[config.mk]
export PLATFORM = sky130hd
export DESIGN_NAME = sirq_slave_agent
export DESIGN_NICKNAME = d
export VERILOG_FILES = /design/src/rtl/sirq_pkg.sv /design/src/rtl/sirq_ctrl.sv /design/src/rtl/sirq_datapath.sv /design/src/rtl/sirq_slave_agent.sv
export SDC_FILE = /design/constraint.sdc
export NUM_CORES = 1
export LEC_CHECK = 0
export BUFFER_PORTS_ARGS = -buffer_cell sky130_fd_sc_hd__buf_4
export CAP_MARGIN = 20
export CORE_MARGIN = 5
export CORE_UTILIZATION = 55
export CTS_BUF_LIST = sky130_fd_sc_hd__clkbuf_8 sky130_fd_sc_hd__clkbuf_16
export CTS_CLUSTER_SIZE = 12
export DETAILED_ROUTE_END_ITERATION = 10
export GPL_TIMING_DRIVEN = 1
export HOLD_SLACK_MARGIN = 0.15
export PLACE_DENSITY = 0.74
export SYNTH_ARGS = -nofsm -noshare
export SYNTH_HDL_FRONTEND = slang
export SYNTH_SLANG_ARGS = --single-unit
[constraint.sdc]
create_clock -name clk -period 9.42 [get_ports clk]
set_input_delay 2.355 -clock clk [delete_from_list [all_inputs] [get_ports clk]]
set_output_delay 2.355 -clock clk [all_outputs]
set_load 0.1 [all_outputs]
[src/rtl/sirq_pkg.sv]
package sirq_pkg;

  typedef enum logic [1:0] {
    ST_IDLE      = 2'd0,
    ST_SELFSTART = 2'd1,
    ST_FRAMES    = 2'd2,
    ST_STOPWAIT  = 2'd3
  } agentState_t;

  // control -> datapath strobes
  typedef struct packed {
    logic posStart;   // load position counter with 1 (position 0 just ended)
    logic posAdv;     // advance position counter
    logic pendClear;  // drop the pending launch request
    logic gapLoad;    // stop frame rising edge seen: restart holdoff count
    logic setQuiet;   // next cycle quiet
    logic setCont;    // next cycle continuous
    logic inFrames;   // frame slots are running
    logic selfStart;  // agent pulls the line low to open a cycle
  } ctlStrobe_t;

  // datapath -> control status
  typedef struct packed {
    logic quiet;      // current mode is quiet
    logic pending;    // launch request armed
    logic gapOk;      // line high and at least one high clock since stop
    logic lastPos;    // position counter at last turnaround clock
    logic runStart;   // high sample closing a start-width low run
    logic runStop2;   // high sample closing a two-clock low run
    logic runStop3;   // high sample closing a three-clock low run
  } dpStatus_t;

endpackage

[src/rtl/sirq_ctrl.sv]
module sirq_ctrl
  import sirq_pkg::*;
(
  input  logic        clk,
  input  logic        rstN,
  input  dpStatus_t   sts,
  output ctlStrobe_t  ctl
);

  agentState_t curState;
  agentState_t nextState;

  always_ff @(posedge clk or negedge rstN) begin
    if (!rstN) curState <= ST_IDLE;
    else       curState <= nextState;
  end

  always_comb begin
    ctl           = '0;
    nextState     = curState;
    ctl.inFrames  = (curState == ST_FRAMES);
    ctl.selfStart = (curState == ST_SELFSTART);
    case (curState)
      ST_IDLE: begin
        if (sts.runStart) begin
          ctl.posStart  = 1'b1;
          ctl.pendClear = 1'b1;
          nextState     = ST_FRAMES;
        end else if (sts.quiet && sts.pending && sts.gapOk) begin
          ctl.pendClear = 1'b1;
          nextState     = ST_SELFSTART;
        end
      end
      ST_SELFSTART: begin
        nextState = ST_IDLE;
      end
      ST_FRAMES: begin
        ctl.posAdv = 1'b1;
        if (sts.lastPos) nextState = ST_STOPWAIT;
      end
      ST_STOPWAIT: begin
        if (sts.runStop2) begin
          ctl.setQuiet = 1'b1;
          ctl.gapLoad  = 1'b1;
          nextState    = ST_IDLE;
        end else if (sts.runStop3) begin
          ctl.setCont = 1'b1;
          ctl.gapLoad = 1'b1;
          nextState   = ST_IDLE;
        end
      end
      default: nextState = ST_IDLE;
    endcase
  end

endmodule

[src/rtl/sirq_datapath.sv]
module sirq_datapath
  import sirq_pkg::*;
#(
  parameter int NUM_FRAMES = 17,
  parameter int SLOT_W     = 5,
  parameter int START_MIN  = 4,
  parameter int START_MAX  = 8
) (
  input  logic              clk,
  input  logic              rstN,
  input  logic              lineIn,
  input  logic              irqLevel,
  input  logic [SLOT_W-1:0] slotSel,
  input  ctlStrobe_t        ctl,
  output dpStatus_t         sts,
  output logic              driveEn,
  output logic              driveVal
);

  localparam int RUN_W     = $clog2(START_MAX + 2);
  localparam int LAST_POS  = 3 * NUM_FRAMES + 1;
  localparam int POS_W     = $clog2(LAST_POS + 2);
  localparam int CMP_W     = ((POS_W > SLOT_W + 2) ? POS_W : SLOT_W + 2) + 1;
  localparam int QUIET_LOW = 2;
  localparam int CONT_LOW  = 3;
  localparam logic [RUN_W-1:0] RUN_MAX = '1;

  logic [RUN_W-1:0] lowRun;
  logic [POS_W-1:0] posCnt;
  logic [1:0]       gapCnt;
  logic             irqQ;
  logic             pending;
  logic             quietMode;

  // consecutive low samples, saturating
  always_ff @(posedge clk or negedge rstN) begin
    if (!rstN)            lowRun <= '0;
    else if (lineIn)      lowRun <= '0;
    else if (lowRun != RUN_MAX) lowRun <= lowRun + RUN_W'(1);
  end

  // frame position counter
  always_ff @(posedge clk or negedge rstN) begin
    if (!rstN)             posCnt <= '0;
    else if (ctl.posStart) posCnt <= POS_W'(1);
    else if (ctl.posAdv)   posCnt <= posCnt + POS_W'(1);
  end

  // high clocks since the stop frame rising edge, saturating at 2
  always_ff @(posedge clk or negedge rstN) begin
    if (!rstN)              gapCnt <= 2'd0;
    else if (ctl.gapLoad)   gapCnt <= 2'd1;
    else if (!lineIn)       gapCnt <= 2'd0;
    else if (gapCnt != 2'd2) gapCnt <= gapCnt + 2'd1;
  end

  // local interrupt register and launch request (arming wins over clearing)
  always_ff @(posedge clk or negedge rstN) begin
    if (!rstN) begin
      irqQ    <= 1'b0;
      pending <= 1'b0;
    end else begin
      irqQ <= irqLevel;
      if (irqLevel != irqQ)   pending <= 1'b1;
      else if (ctl.pendClear) pending <= 1'b0;
    end
  end

  // cycle mode, continuous after reset
  always_ff @(posedge clk or negedge rstN) begin
    if (!rstN)             quietMode <= 1'b0;
    else if (ctl.setQuiet) quietMode <= 1'b1;
    else if (ctl.setCont)  quietMode <= 1'b0;
  end

  always_comb begin
    sts.quiet    = quietMode;
    sts.pending  = pending;
    sts.gapOk    = lineIn && (gapCnt != 2'd0);
    sts.lastPos  = (posCnt == POS_W'(LAST_POS));
    sts.runStart = lineIn && (lowRun >= RUN_W'(START_MIN)) && (lowRun <= RUN_W'(START_MAX));
    sts.runStop2 = lineIn && (lowRun == RUN_W'(QUIET_LOW));
    sts.runStop3 = lineIn && (lowRun == RUN_W'(CONT_LOW));
  end

  // slot decode
  logic             slotValid;
  logic [CMP_W-1:0] samplePos;
  logic [CMP_W-1:0] posExt;
  logic             hitSample;
  logic             hitRecover;

  assign slotValid  = (int'(slotSel) < NUM_FRAMES);
  assign samplePos  = CMP_W'(slotSel) * CMP_W'(3) + CMP_W'(2);
  assign posExt     = CMP_W'(posCnt);
  assign hitSample  = ctl.inFrames && slotValid && (posExt == samplePos);
  assign hitRecover = ctl.inFrames && slotValid && (posExt == samplePos + CMP_W'(1));

  always_comb begin
    driveEn  = ctl.selfStart | (hitSample & ~irqQ) | hitRecover;
    driveVal = hitRecover;
  end

endmodule

[src/rtl/sirq_slave_agent.sv]
module sirq_slave_agent
  import sirq_pkg::*;
#(
  parameter int NUM_FRAMES = 17,
  parameter int SLOT_W     = 5,
  parameter int START_MIN  = 4,
  parameter int START_MAX  = 8
) (
  input  logic              clk,
  input  logic              rstN,
  input  logic              lineIn,
  input  logic              irqLevel,
  input  logic [SLOT_W-1:0] slotSel,
  output logic              driveEn,
  output logic              driveVal
);

  ctlStrobe_t ctl;
  dpStatus_t  sts;

  sirq_ctrl ctrl_i (
    .clk  (clk),
    .rstN (rstN),
    .sts  (sts),
    .ctl  (ctl)
  );

  sirq_datapath #(
    .NUM_FRAMES (NUM_FRAMES),
    .SLOT_W     (SLOT_W),
    .START_MIN  (START_MIN),
    .START_MAX  (START_MAX)
  ) dp_i (
    .clk      (clk),
    .rstN     (rstN),
    .lineIn   (lineIn),
    .irqLevel (irqLevel),
    .slotSel  (slotSel),
    .ctl      (ctl),
    .sts      (sts),
    .driveEn  (driveEn),
    .driveVal (driveVal)
  );

endmodule

==> results.yml, run 1 <==
outcome:
  run_status: "completed"
timing:
  timing.clock.skew_ns: 0.00110
  hold_violations: 0
  setup_total_negative_slack_ns: 0
  max_clock_freq_mhz: 138
  tightestPinTransition_ns: 0.363
  setup_viol: 0
  fin_hold_ws_ns: 0.484
  final_min_period_over_clock_period_pct: 77.0
  grt_setup_unrepaired: "false"
  timing.slew.headroom_pct: 75.7
  finalCriticalPeriod_ns: 7.25
  maxSlewViolCount: 0
synthesis:
  ys_dominant_reg_cell: "dfrtp_1"
  most_frequent_cell_after_synthesis: "ha_1"
  count_of_flip_flops_with_a_built_in_enable_after_synthesis: 0
  synth_area_um2: 1460
  synth-warning-count: 0
  ys_ff_latch: 17
  post_synth_num_cell_types: 40
  netlist_instances: 166
  post_synth_net_total: 194
  syn-mean-instance-area_um2: 8.82
  yosysSeqAreaShare_pct: 29.1
  synth_area_leader_cell: "dfrtp_1"
  async_reset_ff_share_pct: 100
  cell_types_with_the_highest_counts_after_synthesis: "ha_1 (18), dfrtp_1 (17), inv_1 (17), nand3_1 (13)"
  synth_top_cells_by_area: "dfrtp_1 (29%), ha_1 (15%), xnor2_1 (4.8%)"
  netlist.area_leader.share_pct: 29.1
critical_path:
  crit_chain: "buf_4, inv_1, ha_1, ha_1, inv_1, fa_1, xnor2_2, xor2_2, and4b_1, o2111ai_1, o21bai_1, o21ai_1, buf_4"
  critPathLaunchType: "input port"
  slowest_stage: "fa_1"
  timing_worst_setup_path_type: "input port to output port"
  worstPathRequired_ns: 7.07
  cp_max_fo: 4
  reg2regPathDepth: 8
  endpoint_of_the_worst_register_to_register_path: "dp_i.posCnt[4]"
  cp-end-kind: "output port"
  cp_data_arrival_time_ns: 4.90
  rr_startpoint: "dp_i.lowRun[0]"
  critical_path.max_stage_delay_ns: 0.44
  rrSetupSlack_ns: 7.82
clock_tree:
  cts_buffer_depth: 2
  tritoncts: "yes"
  clk_latency_ns: 0.25
  cts_stage_hold_buffer_count: 0
  cts-resized-gates: 0
  clock_tree.htree_level_count: 1
  cts_inserted_buffers: 3
  cts_root_buf: "clkbuf_8"
  post_cts_setup_buffers: 0
  cts.reportedPaths.clkPinSlew_ns: 0.06
  clkSinkCount: 17
global_routing:
  via_count_of_the_first_global_routing_pass: 1092
  globalRoute.totalOverflow: 0
  initial_antenna_violation_count: 0
  grt_first_pass_wirelength_mm: 4.93
  grt.total_usage_pct: 17.4
  grt_start_max_net_pins: 18
routing:
  drc: 0
  drtAntennaViolNets: 0
  drt-total-wl_mm: 2.85
  detail_route.iter0.violations: 48
  detail_route.first_pass.iterations: 6
  post_drt_wl_per_cell_um: 13.8
  via_count: 1145
  drt-vias-per-instance: 5.53
min_path:
  worst_hold_path_type: "register to register"
  worst_hold_startpoint: "dp_i.pending"
  timing.hold.worst_endpoint: "dp_i.pending"
  whs_path_depth: 2
placement:
  detailed_place.area_um2: 1560
  io_buffers: 10
  final_gp_congestion: 0.808
  dp.final_hpwl_mm: 2.31
cells_and_area:
  final_nets: 206
  diodes: 0
  area_growth_pct: 9.91
  final_area_um2: 1610
  layout-drive-gt1-share_pct: 11.9
floorplanning:
  floorplan.initialDensity_pct: 58.0
  placementRows: 18
  floorplan.die_area_um2: 3790
  design.core.area_um2: 2520
  die_width_um: 61.6
  die-height_um: 61.6
  top_level_ports: 11
power_and_ir_drop:
  power.static_leakage_nw: 0.764
  ir_drop_uv: 149
  totalPowerFinal_w: 0.000327
  power.density_cell_area_nw_per_um2: 204
flow_run:
  number_of_max_cap_violations: 0
==> metal layers <==
layer | share of wire (%) | vias up | global-route usage [%]
met1 | 50 | 535 | 23.9
met3 | 4.5 | 0 | 3.77
met2 | 46 | 22 | 29.0
met4 | 0 | 0 | 1.82
li1 | - | 588 | -
met5 | 0 | - | 0
==> worst max path at each step <==
stage                from        to  slack [ns]  depth (start not counted)
6_report       slotSel[1]   driveEn        2.17                         13
3_5_place_dp   slotSel[1]   driveEn        2.16                         13
2_1_floorplan  slotSel[1]   driveEn        1.51                         11
3_3_place_gp   slotSel[1]   driveEn        2.27                         13
4_1_cts        slotSel[1]   driveEn        2.16                         13
5_1_grt        slotSel[1]  driveVal        1.97                         12
==> power breakdown <==
group	leakage, nW	switching [W]	total, W	internal (W)
clock network	0.0269	0.0000225	0.0000514	0.0000289
registers	0.210	0.0000350	0.000129	0.0000938
logic	0.527	0.0000792	0.000147	0.0000681
==> area by class of cell <==
type | instances | area [um^2]
repair buffers | 10 | 75.1
clock buffers | 3 | 41.3
inverters | 18 | 67.6
clock inverters | 1 | 3.75
fillers | 220 | 913
flip-flops and latches | 17 | 425
well taps | 30 | 37.5
multi-input cells | 128 | 958
==> cell families after synthesis <==
group	Yosys count	share of synthesized area (%)
xor+xnor	15	10.5
compound gates	27	13.2
mux	3	2.14
flops	17	29.1
simple gates	64	22.9
buf+inv	21	5.47
fa+ha+maj	19	16.8
==> cell usage in the layout (no fill, tap or decap), types with 2 or more instances in the layout <==
cell / n
inv_1: 18
ha_1: 18
dfrtp_1: 17
nand3_1: 13
nor2_1: 12
nand2_1: 12
buf_4: 10
xnor2_1: 8
nor2b_1: 7
o21ai_1: 7
a21oi_1: 4
nand2b_1: 4
nor3_1: 4
xor2_1: 4
and3_1: 3
o21ai_0: 3
clkbuf_8: 3
xnor2_2: 2
and4b_1: 2
o2111ai_1: 2
a211oi_1: 2
mux2i_1: 2
nand4_1: 2
nor3b_1: 2
==> metrics by stage <==
step                util (%)  worst slack, ns  cells
detailed placement      62.0             2.16    203
finish                  63.8             2.17    207
global route            63.8             1.97    207
global placement        62.0             2.27    203
CTS                     63.8             2.16    207
floorplan                  -             1.51    166
==> critical path, delay by kind of cell <==
kind	cells	cell delay, ns
XOR/XNOR	2	0.50
AO/OA/AOI/OAI	3	0.43
buffers and inverters	4	0.51
AND/OR/NAND/NOR	1	0.21
adder cells (fa/ha/maj)	3	0.88
==> registers in the layout, summed over array words and instances, names as in the netlist <==
signal,cells
dp_i.pending,1
ctrl_i.curState,2
dp_i.quietMode,1
dp_i.lowRun,4
dp_i.posCnt,6
dp_i.irqQ,1
dp_i.gapCnt,2
Power figures use the tool's default switching activity.
==> run 2: changes to the inputs <==
--- a/config.mk
+++ b/config.mk
@@ -8,13 +8,13 @@
 export BUFFER_PORTS_ARGS = -buffer_cell sky130_fd_sc_hd__buf_4
 export CAP_MARGIN = 20
 export CORE_MARGIN = 5
-export CORE_UTILIZATION = 55
+export CORE_UTILIZATION = 54
 export CTS_BUF_LIST = sky130_fd_sc_hd__clkbuf_8 sky130_fd_sc_hd__clkbuf_16
 export CTS_CLUSTER_SIZE = 12
 export DETAILED_ROUTE_END_ITERATION = 10
 export GPL_TIMING_DRIVEN = 1
 export HOLD_SLACK_MARGIN = 0.15
-export PLACE_DENSITY = 0.74
+export PLACE_DENSITY = 0.76
 export SYNTH_ARGS = -nofsm -noshare
 export SYNTH_HDL_FRONTEND = slang
 export SYNTH_SLANG_ARGS = --single-unit
==> constraint.sdc (replaced) <==
create_clock -name clk -period 6.3 [get_ports clk]
set_input_delay 1.575 -clock clk [delete_from_list [all_inputs] [get_ports clk]]
set_output_delay 1.575 -clock clk [all_outputs]
set_load 0.1 [all_outputs]
==> results.yml, run 2 (synthesized netlist as in run 1, its figures left out) <==
clock_tree:
  cts_buffer_depth: 2
  cts-resized-gates: 0
  cts_stage_hold_buffer_count: 0
  cts_inserted_buffers: 3
  cts_root_buf: "clkbuf_8"
  post_cts_setup_buffers: 0
  clk_latency_ns: 0.26
  cts.reportedPaths.clkPinSlew_ns: 0.06
  tritoncts: "yes"
  clock_tree.htree_level_count: 1
  clkSinkCount: 17
cells_and_area:
  layout_commonest_cell: "ha_1"
  layout_common_cells: "ha_1 (18), inv_1 (17), dfrtp_1 (17)"
  final_nets: 206
  area_growth_pct: 10.5
  layout-drive-gt1-share_pct: 13.6
  flip_flop_count_of_the_largest_register_after_layout: 6
  most_flop_heavy_register: "dp_i.posCnt"
  diodes: 0
  top_registers: "dp_i.posCnt x6, dp_i.lowRun x4"
global_routing:
  initial_antenna_violation_count: 0
  grt.total_usage_pct: 16.7
  grt_start_max_net_pins: 18
  grt_first_pass_wirelength_mm: 4.75
  globalRoute.totalOverflow: 0
  via_count_of_the_first_global_routing_pass: 1126
timing:
  grt_setup_unrepaired: "false"
  setup_viol: 0
  final_min_period_over_clock_period_pct: 90.8
  max_clock_freq_mhz: 175
  timing.clock.skew_ns: 0.00942
  timing.slew.headroom_pct: 75.2
  fin_hold_ws_ns: 0.471
  hold_violations: 0
  maxSlewViolCount: 0
  finalCriticalPeriod_ns: 5.72
  tightestPinTransition_ns: 0.372
  setup_total_negative_slack_ns: 0
routing:
  post_drt_wl_per_cell_um: 13.4
  drtAntennaViolNets: 0
  drt-vias-per-instance: 5.65
  detail_route.first_pass.iterations: 4
  detail_route.iter0.violations: 21
  drt-total-wl_mm: 2.77
  drc: 0
  via_count: 1170
critical_path:
  critPathLaunchType: "input port"
  crit_chain: "buf_4, inv_1, ha_1, ha_1, inv_1, fa_1, xnor2_2, xor2_2, and4b_1, o2111ai_1, o21bai_1, o21ai_2, buf_4"
  rrSetupSlack_ns: 4.71
  cp-end-kind: "output port"
  cp_max_fo: 4
  critical_path.max_stage_delay_ns: 0.44
  slowest_stage: "fa_1"
  timing_worst_setup_path_type: "input port to output port"
  cp_data_arrival_time_ns: 4.14
  worstPathRequired_ns: 4.72
floorplanning:
  floorplan.initialDensity_pct: 57.5
  floorplan.die_area_um2: 3850
  design.core.area_um2: 2540
  top_level_ports: 11
  placementRows: 18
  die-height_um: 62.1
  die_width_um: 62.1
power_and_ir_drop:
  ir_drop_uv: 264
  power.static_leakage_nw: 0.764
  power.density_cell_area_nw_per_um2: 305
min_path:
  worst_hold_path_type: "register to register"
outcome:
  run_status: "completed"
placement:
  dp.final_hpwl_mm: 2.24
  final_gp_congestion: 0.893
  io_buffers: 10
flow_run:
  number_of_max_cap_violations: 0
[run 2: cell count changes in the layout (fill, tap and decap cells not counted)]
| cell | change |
|---|---|
| o21ai_1 | -1 |
| a21oi_1 | -1 |
| o21ai_2 | +1 |
| clkinv_2 | +1 |
| inv_1 | -1 |
| a21oi_2 | +1 |
[run 2: where the power goes]
part | leakage, nW | internal (W) | switching [W]
clock network | 0.0255 | 0.0000439 | 0.0000379
logic | 0.528 | 0.000102 | 0.000115
registers | 0.210 | 0.000140 | 0.0000547
[run 2: critical path, delay by kind of cell]
kind            cells  cell delay (ns)
fa+ha+maj           3             0.88
buf+inv             4             0.51
compound gates      3             0.46
xor+xnor            2             0.49
simple gates        1             0.21
[run 2: layout make-up]
| cell class | count | area, um^2 |
|---|---|---|
| inverters | 18 | 67.6 |
| fillers | 225 | 927 |
| well taps | 30 | 37.5 |
| flip-flops and latches | 17 | 425 |
| repair buffers | 10 | 75.1 |
| multi-input cells | 128 | 966 |
| clock buffers | 3 | 41.3 |
| clock inverters | 1 | 5.00 |
[run 2: worst paths after layout]
kind                                startpoint  depth (start not counted)             end
max in group asynchronous                 rstN                          1  dp_i.gapCnt[0]
worst min register to register    dp_i.pending                          2    dp_i.pending
worst max-delay path                slotSel[1]                         13         driveEn
min in group asynchronous                 rstN                          1  dp_i.posCnt[2]
worst min-delay path              dp_i.pending                          2    dp_i.pending
worst max register to register  dp_i.lowRun[0]                          8  dp_i.posCnt[2]
[run 2: metrics by stage]
| stage | std cells | utilization, % | setup slack (ns) | area [um^2] | power, W |
|---|---|---|---|---|---|
| after floorplan | 166 | - | 0.447 | 1470 | 0.000362 |
| after global placement | 203 | 61.8 | 0.695 | 1570 | 0.000403 |
| after detailed placement | 203 | 61.8 | 0.579 | 1570 | 0.000413 |
| after CTS | 207 | 63.6 | 0.573 | 1620 | 0.000497 |
| after global routing | 207 | 63.6 | 0.404 | 1620 | 0.000534 |
| final | 207 | 63.6 | 0.580 | 1620 | 0.000493 |
[run 2: routing by layer]
layer	GRT usage (%)	wire length [um]
met1	20.2	1260
met2	28.4	1360
met3	3.72	109
met4	6.67	46
met5	0	0
==> run 3: changes to the inputs <==
==> constraint.sdc (replaced) <==
create_clock -name clk -period 6.3 [get_ports clk]
set_input_delay 0.315 -clock clk [delete_from_list [all_inputs] [get_ports clk]]
set_output_delay 0.315 -clock clk [all_outputs]
set_load 0.1 [all_outputs]
==> results.yml, run 3 (synthesized netlist as in run 1, its figures left out) <==
outcome:
  run_status: "completed"
timing:
  hold_violations: 0
  final_min_period_over_clock_period_pct: 51.8
  timing.clock.skew_ns: 0.00833
  grt_setup_unrepaired: "false"
  finalCriticalPeriod_ns: 3.26
  setup_viol: 0
  setup_total_negative_slack_ns: 0
  tightestPinTransition_ns: 0.356
  max_clock_freq_mhz: 306
  maxSlewViolCount: 0
  timing.slew.headroom_pct: 76.2
cells_and_area:
  most_flop_heavy_register: "dp_i.posCnt"
  top_registers: "dp_i.posCnt x6, dp_i.lowRun x4"
  flip_flop_count_of_the_largest_register_after_layout: 6
  non_filler_instance_count_after_layout: 208
  area_growth_pct: 10.9
  layout_commonest_cell: "ha_1"
  layout-drive-gt1-share_pct: 12.4
  diodes: 0
  final_nets: 207
  utilization_pct: 63.8
  layout_common_cells: "ha_1 (18), inv_1 (17), dfrtp_1 (17)"
power_and_ir_drop:
  power.density_cell_area_nw_per_um2: 307
  power.static_leakage_nw: 0.763
  ir_drop_uv: 232
critical_path:
  crit_chain: "buf_4, inv_1, ha_1, ha_1, inv_1, fa_1, xnor2_2, xor2_2, and4b_1, o2111ai_1, o21bai_1, o21ai_1, buf_4"
  timing_worst_setup_path_type: "input port to output port"
  top_delay_family_on_crit_path: "adder cells"
  cp_data_arrival_time_ns: 2.95
  cp.buffers_inverters: 4
  critical_path.max_stage_delay_ns: 0.44
  critPathLaunchType: "input port"
  cp_max_fo: 4
  worstPathRequired_ns: 5.98
  cp-end-kind: "output port"
  slowest_stage: "fa_1"
clock_tree:
  clkSinkCount: 17
  cts_inserted_buffers: 3
  clk_latency_ns: 0.26
  cts_root_buf: "clkbuf_8"
  cts-resized-gates: 0
  cts_buffer_depth: 2
  cts_stage_hold_buffer_count: 1
  cts.reportedPaths.clkPinSlew_ns: 0.06
  tritoncts: "yes"
  post_cts_setup_buffers: 0
  clock_tree.htree_level_count: 1
routing:
  drt-vias-per-instance: 5.76
  drc: 0
  detail_route.wirelength.met1_mm: 1.23
  highest_layer: "met4"
  detail_route.first_pass.iterations: 4
  post_drt_wl_per_cell_um: 14.3
  detailroute.wirelength.met3_um: 146
  drtAntennaViolNets: 0
  via_count: 1198
  dr_wl_met2_mm: 1.55
  drt-total-wl_mm: 2.97
  detail_route.iter0.violations: 36
min_path:
  worst_hold_path_type: "input port to register"
placement:
  final_gp_congestion: 0.921
  io_buffers: 10
  cells_after_dpl: 203
  dp.final_hpwl_mm: 2.43
floorplanning:
  die_width_um: 62.1
  floorplan.die_area_um2: 3850
  floorplan.initialDensity_pct: 57.5
  die-height_um: 62.1
  design.core.area_um2: 2540
  placementRows: 18
  top_level_ports: 11
global_routing:
  initial_antenna_violation_count: 0
  grt_start_max_net_pins: 18
  grt.total_usage_pct: 17.4
  globalRoute.totalOverflow: 0
  grt_first_pass_wirelength_mm: 4.97
  via_count_of_the_first_global_routing_pass: 1181
flow_run:
  number_of_max_cap_violations: 0
[run 3: report_power, final]
part           switching (W)  internal [W]  leakage (nW)  total (W)
clock              0.0000388     0.0000445        0.0217  0.0000834
combinational       0.000120      0.000103         0.531   0.000222
sequential         0.0000532      0.000140         0.210   0.000193
total               0.000212      0.000287         0.763   0.000499
[run 3: layer usage]
layer / global-route usage [%] / up-vias
li1: - / 589
met1: 20.3 / 578
met2: 31.4 / 27
met3: 4.13 / 4
met4: 5.15 / 0
met5: 0 / -
[run 3: final cells by class]
type	count	area, um^2
Inverter	18	67.6
Tap cell	30	37.5
Multi-Input combinational cell	128	958
Clock buffer	3	41.3
Sequential cell	17	425
Fill cell	224	922
Timing Repair Buffer	11	85.1
Clock inverter	1	7.51
[run 3: stage by stage]
step	worst slack, ns	total power (W)	cell area (um^2)	hold WS, ns
finish	3.04	0.000499	1620	0.186
global route	2.94	0.000540	1620	0.177
CTS	3.07	0.000502	1620	0.183
detailed placement	3.07	0.000416	1560	0.189
global placement	3.24	0.000401	1560	0.188
floorplan	2.47	0.000360	1460	0.0194
[run 3: worst paths after layout]
path                       slack, ns            from  cells after the start             end
max                             3.04      slotSel[1]                     13         driveEn
min                             0.19        irqLevel                      1       dp_i.irqQ
max reg2reg                     4.70  dp_i.lowRun[0]                      8  dp_i.posCnt[2]
min reg2reg                     0.50    dp_i.pending                      2    dp_i.pending
max in group asynchronous       5.66            rstN                      2  dp_i.gapCnt[0]
min in group asynchronous       0.45            rstN                      2  dp_i.posCnt[4]
